## config.mk

```make
export PLATFORM = sky130hd
export DESIGN_NAME = spim_ctrl
export DESIGN_NICKNAME = d
export VERILOG_FILES = /design/src/rtl/spim_pkg.sv /design/src/rtl/spim_fifo.sv /design/src/rtl/spim_engine.sv /design/src/rtl/spim_ctrl.sv
export SDC_FILE = /design/constraint.sdc
export NUM_CORES = 1
export LEC_CHECK = 0
export ABC_AREA = 1
export BUFFER_PORTS_ARGS = -buffer_cell sky130_fd_sc_hd__buf_2
export CAP_MARGIN = 20
export CORE_MARGIN = 4
export CORE_UTILIZATION = 62
export DETAILED_ROUTE_END_ITERATION = 8
export HOLD_SLACK_MARGIN = 0.1
export MAX_ROUTING_LAYER = met4
export PLACE_DENSITY_LB_ADDON = 0.05
export SLEW_MARGIN = 20
export SYNTH_ARGS = -nofsm -noshare
export SYNTH_HDL_FRONTEND = slang
export SYNTH_SLANG_ARGS = --single-unit
```

## constraint.sdc

```tcl
create_clock -name clk -period 4.8 [get_ports clk]
set_input_delay 0.24 -clock clk [delete_from_list [all_inputs] [get_ports clk]]
set_output_delay 0.24 -clock clk [all_outputs]
set_load 0.01 [all_outputs]
```

## src/rtl/spim_pkg.sv

```systemverilog
package spim_pkg;
  localparam logic [11:0] ADR_CTL = 12'h000;
  localparam logic [11:0] ADR_CFG = 12'h004;
  localparam logic [11:0] ADR_STS = 12'h008;
  localparam logic [11:0] ADR_PIN = 12'h00C;
  localparam logic [11:0] ADR_TXD = 12'h010;
  localparam logic [11:0] ADR_RXD = 12'h020;
  localparam logic [11:0] ADR_DIV = 12'h030;
  localparam logic [11:0] ADR_RXN = 12'h034;
  localparam logic [11:0] ADR_TXN = 12'h04C;
  localparam logic [11:0] ADR_LVL = 12'h10C;

  typedef struct packed {
    logic       lsb;
    logic       cpol;
    logic       cpha;
    logic [1:0] thr_sel;
  } spim_cfg_t;

  // receive-level threshold chosen by the config select field
  function automatic logic [7:0] thr_entries(input logic [1:0] sel);
    case (sel)
      2'd0:    return 8'd8;
      2'd1:    return 8'd4;
      default: return 8'd1;
    endcase
  endfunction
endpackage

```

## src/rtl/spim_fifo.sv

```systemverilog
module spim_fifo #(
  parameter int DEPTH = 16,
  parameter int WIDTH = 8,
  parameter int LVL_W = $clog2(DEPTH + 1)
) (
  input  logic             clk,
  input  logic             rst_n,
  input  logic             flush,
  input  logic             push,
  input  logic [WIDTH-1:0] din,
  input  logic             pop,
  output logic [WIDTH-1:0] dout,
  output logic [LVL_W-1:0] level,
  output logic             full,
  output logic             empty
);
  localparam int PTR_W = (DEPTH > 1) ? $clog2(DEPTH) : 1;

  logic [WIDTH-1:0] mem [DEPTH];
  logic [PTR_W-1:0] wp, rp;
  logic             do_push, do_pop;

  function automatic logic [PTR_W-1:0] step(input logic [PTR_W-1:0] p);
    return (p == PTR_W'(DEPTH - 1)) ? '0 : p + 1'b1;
  endfunction

  assign full    = (level == LVL_W'(DEPTH));
  assign empty   = (level == '0);
  assign do_push = push && !full;
  assign do_pop  = pop && !empty;
  assign dout    = mem[rp];

  always_ff @(posedge clk or negedge rst_n) begin
    if (!rst_n) begin
      wp    <= '0;
      rp    <= '0;
      level <= '0;
    end else if (flush) begin
      wp    <= '0;
      rp    <= '0;
      level <= '0;
    end else begin
      if (do_push) wp <= step(wp);
      if (do_pop)  rp <= step(rp);
      case ({do_push, do_pop})
        2'b10:   level <= level + 1'b1;
        2'b01:   level <= level - 1'b1;
        default: level <= level;
      endcase
    end
  end

  always_ff @(posedge clk) begin
    if (do_push && !flush) mem[wp] <= din;
  end
endmodule

```

## src/rtl/spim_engine.sv

```systemverilog
module spim_engine #(
  parameter int WORD_W = 8,
  parameter int DIV_W  = 11
) (
  input  logic              clk,
  input  logic              rst_n,
  input  logic              run,
  input  logic              cpol,
  input  logic              cpha,
  input  logic              lsb,
  input  logic [DIV_W-1:0]  div,
  input  logic              tx_need,
  input  logic              rx_need,
  input  logic              tx_empty,
  input  logic              rx_full,
  input  logic [WORD_W-1:0] tx_byte,
  output logic              tx_pop,
  output logic              word_end,
  output logic [WORD_W-1:0] rx_byte,
  output logic              busy,
  output logic              sclk,
  output logic              mosi,
  input  logic              miso
);
  localparam int BIT_W = $clog2(WORD_W);

  logic              half;
  logic [DIV_W-1:0]  hcnt;
  logic [DIV_W-1:0]  half_len;
  logic [BIT_W-1:0]  bitc;
  logic [WORD_W-1:0] sh_tx, sh_rx;
  logic              start, last_cyc, last_bit;

  assign start    = !busy && run && (tx_need || rx_need)
                    && (!tx_need || !tx_empty) && (!rx_need || !rx_full);
  assign tx_pop   = start && tx_need;
  assign half_len = half ? (div - (div >> 1)) : (div >> 1);
  assign last_cyc = (hcnt == half_len - 1'b1);
  assign last_bit = (bitc == BIT_W'(WORD_W - 1));
  assign word_end = run && busy && half && last_cyc && last_bit;
  assign rx_byte  = sh_rx;
  assign sclk     = busy ? (cpol ^ half ^ cpha) : cpol;
  assign mosi     = busy ? (lsb ? sh_tx[0] : sh_tx[WORD_W-1]) : 1'b0;

  always_ff @(posedge clk or negedge rst_n) begin
    if (!rst_n) begin
      busy  <= 1'b0;
      half  <= 1'b0;
      hcnt  <= '0;
      bitc  <= '0;
      sh_tx <= '0;
      sh_rx <= '0;
    end else if (!run) begin
      busy <= 1'b0;
      half <= 1'b0;
      hcnt <= '0;
      bitc <= '0;
    end else if (start) begin
      busy  <= 1'b1;
      half  <= 1'b0;
      hcnt  <= '0;
      bitc  <= '0;
      sh_tx <= tx_need ? tx_byte : '0;
    end else if (busy) begin
      if (last_cyc) begin
        hcnt <= '0;
        half <= ~half;
        if (!half) begin
          // mid-slot edge: capture the incoming bit
          sh_rx <= lsb ? {miso, sh_rx[WORD_W-1:1]} : {sh_rx[WORD_W-2:0], miso};
        end else if (last_bit) begin
          busy <= 1'b0;
        end else begin
          bitc  <= bitc + 1'b1;
          sh_tx <= lsb ? (sh_tx >> 1) : (sh_tx << 1);
        end
      end else begin
        hcnt <= hcnt + 1'b1;
      end
    end
  end
endmodule

```

## src/rtl/spim_ctrl.sv

```systemverilog
module spim_ctrl
  import spim_pkg::*;
#(
  parameter int FIFO_DEPTH = 16,
  parameter int WORD_W     = 8,
  parameter int CNT_W      = 16,
  parameter int DIV_W      = 11,
  parameter int DIV_RESET  = 4
) (
  input  logic        clk,
  input  logic        rst_n,
  input  logic [11:0] bus_addr,
  input  logic        bus_wr,
  input  logic        bus_rd,
  input  logic [31:0] bus_wdata,
  output logic [31:0] bus_rdata,
  output logic        spi_sclk,
  output logic        spi_mosi,
  input  logic        spi_miso,
  output logic        spi_cs_n
);
  localparam int          LVL_W   = $clog2(FIFO_DEPTH + 1);
  localparam logic [31:0] DIV_MAX = (32'd1 << DIV_W) - 32'd1;

  logic             run_q, cs_q;
  spim_cfg_t        cfg_q;
  logic [2:0]       sts_q, sts_set, sts_clr;
  logic [DIV_W-1:0] div_q;
  logic [CNT_W-1:0] tx_rem, rx_rem;
  logic [31:0]      rd_val;

  logic wr_ctl, wr_cfg, wr_sts, wr_pin, wr_txd, wr_div, wr_rxn, wr_txn, rd_rxd;
  logic tx_flush, rx_flush, tx_need, rx_need;

  logic              tx_full, tx_empty, rx_full, rx_empty, tx_pop, rx_push;
  logic [LVL_W-1:0]  tx_lvl, rx_lvl;
  logic [WORD_W-1:0] tx_dout, rx_dout, eng_rx;
  logic              word_end, eng_busy;

  assign wr_ctl = bus_wr && (bus_addr == ADR_CTL);
  assign wr_cfg = bus_wr && (bus_addr == ADR_CFG);
  assign wr_sts = bus_wr && (bus_addr == ADR_STS);
  assign wr_pin = bus_wr && (bus_addr == ADR_PIN);
  assign wr_txd = bus_wr && (bus_addr == ADR_TXD);
  assign wr_div = bus_wr && (bus_addr == ADR_DIV);
  assign wr_rxn = bus_wr && (bus_addr == ADR_RXN);
  assign wr_txn = bus_wr && (bus_addr == ADR_TXN);
  assign rd_rxd = bus_rd && (bus_addr == ADR_RXD);

  assign tx_flush = wr_ctl && bus_wdata[2];
  assign rx_flush = wr_ctl && bus_wdata[3];
  assign tx_need  = (tx_rem != '0);
  assign rx_need  = (rx_rem != '0);
  assign rx_push  = word_end && rx_need;
  assign spi_cs_n = cs_q;

  spim_fifo #(.DEPTH(FIFO_DEPTH), .WIDTH(WORD_W), .LVL_W(LVL_W)) u_txq (
    .clk(clk), .rst_n(rst_n), .flush(tx_flush),
    .push(wr_txd), .din(bus_wdata[WORD_W-1:0]),
    .pop(tx_pop), .dout(tx_dout),
    .level(tx_lvl), .full(tx_full), .empty(tx_empty)
  );

  spim_fifo #(.DEPTH(FIFO_DEPTH), .WIDTH(WORD_W), .LVL_W(LVL_W)) u_rxq (
    .clk(clk), .rst_n(rst_n), .flush(rx_flush),
    .push(rx_push), .din(eng_rx),
    .pop(rd_rxd), .dout(rx_dout),
    .level(rx_lvl), .full(rx_full), .empty(rx_empty)
  );

  spim_engine #(.WORD_W(WORD_W), .DIV_W(DIV_W)) u_eng (
    .clk(clk), .rst_n(rst_n), .run(run_q),
    .cpol(cfg_q.cpol), .cpha(cfg_q.cpha), .lsb(cfg_q.lsb), .div(div_q),
    .tx_need(tx_need), .rx_need(rx_need),
    .tx_empty(tx_empty), .rx_full(rx_full), .tx_byte(tx_dout),
    .tx_pop(tx_pop), .word_end(word_end), .rx_byte(eng_rx),
    .busy(eng_busy), .sclk(spi_sclk), .mosi(spi_mosi), .miso(spi_miso)
  );

  // status: sets win over write-one-to-clear in the same cycle
  assign sts_set[0] = word_end && (rx_rem == CNT_W'(1));
  assign sts_set[1] = (8'(rx_lvl) >= thr_entries(cfg_q.thr_sel));
  assign sts_set[2] = word_end && (tx_rem == CNT_W'(1));
  assign sts_clr    = wr_sts ? bus_wdata[2:0] : 3'b000;

  always_ff @(posedge clk or negedge rst_n) begin
    if (!rst_n) begin
      run_q  <= 1'b0;
      cs_q   <= 1'b1;
      cfg_q  <= '0;
      sts_q  <= '0;
      div_q  <= DIV_W'(DIV_RESET);
      tx_rem <= '0;
      rx_rem <= '0;
    end else begin
      if (wr_ctl) run_q <= bus_wdata[0];
      if (wr_pin) cs_q  <= bus_wdata[1];
      if (wr_cfg) begin
        cfg_q.cpha    <= bus_wdata[1];
        cfg_q.cpol    <= bus_wdata[2];
        cfg_q.lsb     <= bus_wdata[13];
        cfg_q.thr_sel <= bus_wdata[18:17];
      end
      if (wr_div) begin
        if (bus_wdata < 32'd2)          div_q <= DIV_W'(2);
        else if (bus_wdata > DIV_MAX)   div_q <= DIV_MAX[DIV_W-1:0];
        else                            div_q <= bus_wdata[DIV_W-1:0];
      end
      sts_q <= (sts_q & ~sts_clr) | sts_set;
      if (wr_txn)                     tx_rem <= bus_wdata[CNT_W-1:0];
      else if (word_end && tx_need)   tx_rem <= tx_rem - 1'b1;
      if (wr_rxn)                     rx_rem <= bus_wdata[CNT_W-1:0];
      else if (word_end && rx_need)   rx_rem <= rx_rem - 1'b1;
    end
  end

  always_comb begin
    rd_val = '0;
    case (bus_addr)
      ADR_CTL: rd_val[0] = run_q;
      ADR_CFG: begin
        rd_val[1]     = cfg_q.cpha;
        rd_val[2]     = cfg_q.cpol;
        rd_val[13]    = cfg_q.lsb;
        rd_val[18:17] = cfg_q.thr_sel;
      end
      ADR_STS: rd_val[2:0] = sts_q;
      ADR_PIN: rd_val[1]   = cs_q;
      ADR_RXD: rd_val      = rx_empty ? 32'd0 : 32'(rx_dout);
      ADR_DIV: rd_val      = 32'(div_q);
      ADR_RXN: rd_val      = 32'(rx_rem);
      ADR_TXN: rd_val      = 32'(tx_rem);
      ADR_LVL: begin
        rd_val[4]     = tx_full;
        rd_val[15:8]  = 8'(tx_lvl);
        rd_val[20]    = rx_empty;
        rd_val[31:24] = 8'(rx_lvl);
      end
      default: ;
    endcase
  end

  always_ff @(posedge clk or negedge rst_n) begin
    if (!rst_n)      bus_rdata <= '0;
    else if (bus_rd) bus_rdata <= rd_val;
  end
endmodule

```

==> impl_metrics.ini <==
[timing]
fmax_ghz = 0.220
rsz0062_at_grt = yes
slew_violations = 0
timing.hold.ws_ns = 0.152
fin_crit_ns = 4.55
setup_viol = 0
maxSlewHeadroom_pct = 34.1
finalHoldViolCount = 0
worst_pin_slew_ns = 0.985
period_share_pct = 94.8
fin_skew_ns = 0.0192

[synth]
yosys.area.top_type = edfxtp_1
synth_most_common_cell = nand2_1
netlist_area_sq_um = 19100
yosys-top-cells-count = 356 x nand2_1, 270 x nor2_1, 256 x edfxtp_1
yosysWarnings = 0
synth_top_area_share_pct = 40.2
synthCells = 1999
synth_edf_count = 256
yosys-top-cells-area = edfxtp_1 40%, dfrtp_1 17%, nand2_1 7.0%, nor2_1 5.3%, o21ai_0 5.1%
ys_seq_area_share_pct = 57.8
ys_ff_latch = 391
synth_cell_type_count = 64
avgSynthCellArea_sq_um = 9.57
ys_async_sr_fraction_pct = 34.5
ys.flop_type = edfxtp_1

[drt]
via_per_inst = 5.95
drt_wl_total_um = 50900
drtAntennaViolNets = 0
first_pass_iters = 6
first_iter_violations = 1495
vias = 15000
drc = 0
wl_per_cell_um = 20.3

[global_route]
grt_pass1_wl_um = 79200
antenna_found_initial = 1
grt_max_degree = 66
grt_use_total_pct = 31.0
grt_overflow = 0
grt_pass1_vias = 14400

[finish]
regArea_sq_um = 11100
fillers = 2333
multi_input_area_sq_um = 7070
utilization_pct = 70.0
area_growth_pct = 11.5
fin_nets = 2171
final_layout_size_suffix_gt1_share_pct = 10.5

[placement]
portBuffers = 75
gp_congestion = 0.987
dp_hpwl_um = 34800

[cts]
cts_buffers = 41
clockRootBuffer = clkbuf_16
htree_levels = 2
clkSinkCount = 391
cts_tree = done
post_cts_buffers = 0
clk_latency_ns = 0.53
clk_pin_slew_ns = 0.06
clock_path_buffers = 3

[floorplan]
ios = 84
start_util_pct = 62.7
dieArea_sq_um = 33700
core-area_sq_um = 30500
die_y_um = 184
die_x_um = 184
rows = 64

[setup_path]
worstSetupStartpoint = div_q[1]
worst-setup-path-type = reg2reg
required_ns = 4.96
worstSetupEndpointType = register
crit_fanout = 13
worstPathArrival_ns = 4.71
r2r_start = div_q[1]
start_kind = register

[hold_path]
holdCritPathClass = in2reg
hold_start = bus_wr

[power_and_ir_drop]
switching_share_pct = 21.6
p_leak_nw = 8.64
switchingPower_w = 0.00152
pwr-share-seq_pct = 51.5
power_frac_clock_pct = 44.2
powerDensity_nw_per_um2 = 329
pwr-share-comb_pct = 4.4
p_int_w = 0.00550
vdd_drop_max_v = 0.000323
power_w = 0.00702

[job]
maxCapViolations = 0

[status]
status = finished clean
[final timing paths]
| path | to | slack (ns) | cells after the start |
|---|---|---|---|
| setup reg to reg | u_rxq.mem[13][0] | 0.25 | 23 |
| setup / recovery | u_rxq.mem[13][0] | 0.25 | 23 |
| min in group asynchronous | u_eng.hcnt[7] | 0.22 | 2 |
| hold reg to reg | bus_rdata[2] | 0.48 | 2 |
| hold / removal | spi_cs_n | 0.15 | 4 |
| max in group asynchronous | u_rxq.rp[0] | 3.46 | 3 |
[power by group through the flow]
stage | Combinational (W) | Clock (W) | Sequential, W
6_report | 0.000308 | 0.00310 | 0.00361
3_3_place_gp | 0.000289 | 0 | 0.00368
3_5_place_dp | 0.000297 | 0 | 0.00368
2_1_floorplan | 0.000174 | 0 | 0.00367
5_1_grt | 0.000343 | 0.00328 | 0.00361
4_1_cts | 0.000306 | 0.00312 | 0.00361
[critical path: stages (launching register included)]
cell	delay, ns
dfrtp_1	0.42
ha_1	0.23
fa_1	0.49
nand2_1	0.05
o21ai_1	0.13
ha_1	0.21
inv_1	0.06
nor2_2	0.14
nand3_2	0.12
nor2_4	0.15
nand3_2	0.12
nand2_1	0.09
nand2_1	0.05
nand2_1	0.09
nand3_1	0.08
a21oi_1	0.22
nand2_2	0.13
nor2_4	0.12
nand2_4	0.08
nor2_8	0.22
nand2_4	0.10
nor2_4	0.20
nand2_1	0.15
nor2_1	0.52
[cell type report]
type | instances | share of cell area [%]
well taps | 396 | 2.32
multi-input cells | 1356 | 33.1
repair buffers | 115 | 3.38
flip-flops and latches | 391 | 51.9
diodes | 1 | 0.0117
clock buffers | 49 | 5.04
inverters | 180 | 3.17
clock inverters | 25 | 1.07
[sequential cells by signal, indices dropped and copies added (netlist names), 3 cells and up]
name,count
bus_rdata,24
cfg_q,5
div_q,11
rx_rem,16
sts_q,3
tx_rem,16
u_eng.bitc,3
u_eng.hcnt,11
u_eng.rx_byte,8
u_eng.sh_tx,8
u_rxq.level,5
u_rxq.mem,128
u_rxq.rp,4
u_rxq.wp,4
u_txq.level,5
u_txq.mem,128
u_txq.rp,4
u_txq.wp,4
[layout by cell type (no fill, tap or decap), types with 18 or more instances in the layout]
master and n:
nand2_1 356, nor2_1 266, edfxtp_1 256, o21ai_0 196, inv_1 163, dfrtp_1 131, nand3_1 113, a21oi_1 77
buf_2 74, o22ai_1 43, clkbuf_16 41, xor2_1 39, ha_1 35, nand4_1 33, buf_4 24, nor3_1 22
o221ai_1 22, a31oi_1 18
[repair_timing]
action	in CTS	in global routing
hold endpoints to repair	74	0
endpoints found under the setup margin	0	40
gates resized for setup	0	3
hold buffers	16	0
[through the flow]
step	area [sq um]	instances	TNS, ns	setup slack, ns
after floorplan	19200	2006	0	0.921
after global placement	19900	2422	0	0.484
after detailed placement	19900	2422	0	0.296
after CTS	21300	2512	0	0.256
after global routing	21300	2513	-0.384	-0.0282
final	21300	2513	0	0.251
[per-layer routing]
| metal | global-route usage (%) | wire (um) | vias to the layer above |
|---|---|---|---|
| met4 | 9.83 | 1820 | 0 |
| met3 | 3.98 | 3340 | 121 |
| met1 | 41.9 | 21400 | 7190 |
| met2 | 49.7 | 24300 | 543 |
| met5 | - | 0 | - |
| li1 | - | - | 7102 |
[cells by family after synthesis]
logic type	after synthesis	synth area share [%]
and+or+nand+nor	844	19.1
AOI/OAI and AO/OA	412	12.6
DFF	391	57.8
buffers and inverters	259	5.40
xor gates and xnor gates	43	1.97
adders and majority gates	37	2.50
muxes	12	0.647
other	1	0.0196
No activity file was read; power rests on OpenSTA's default activity.
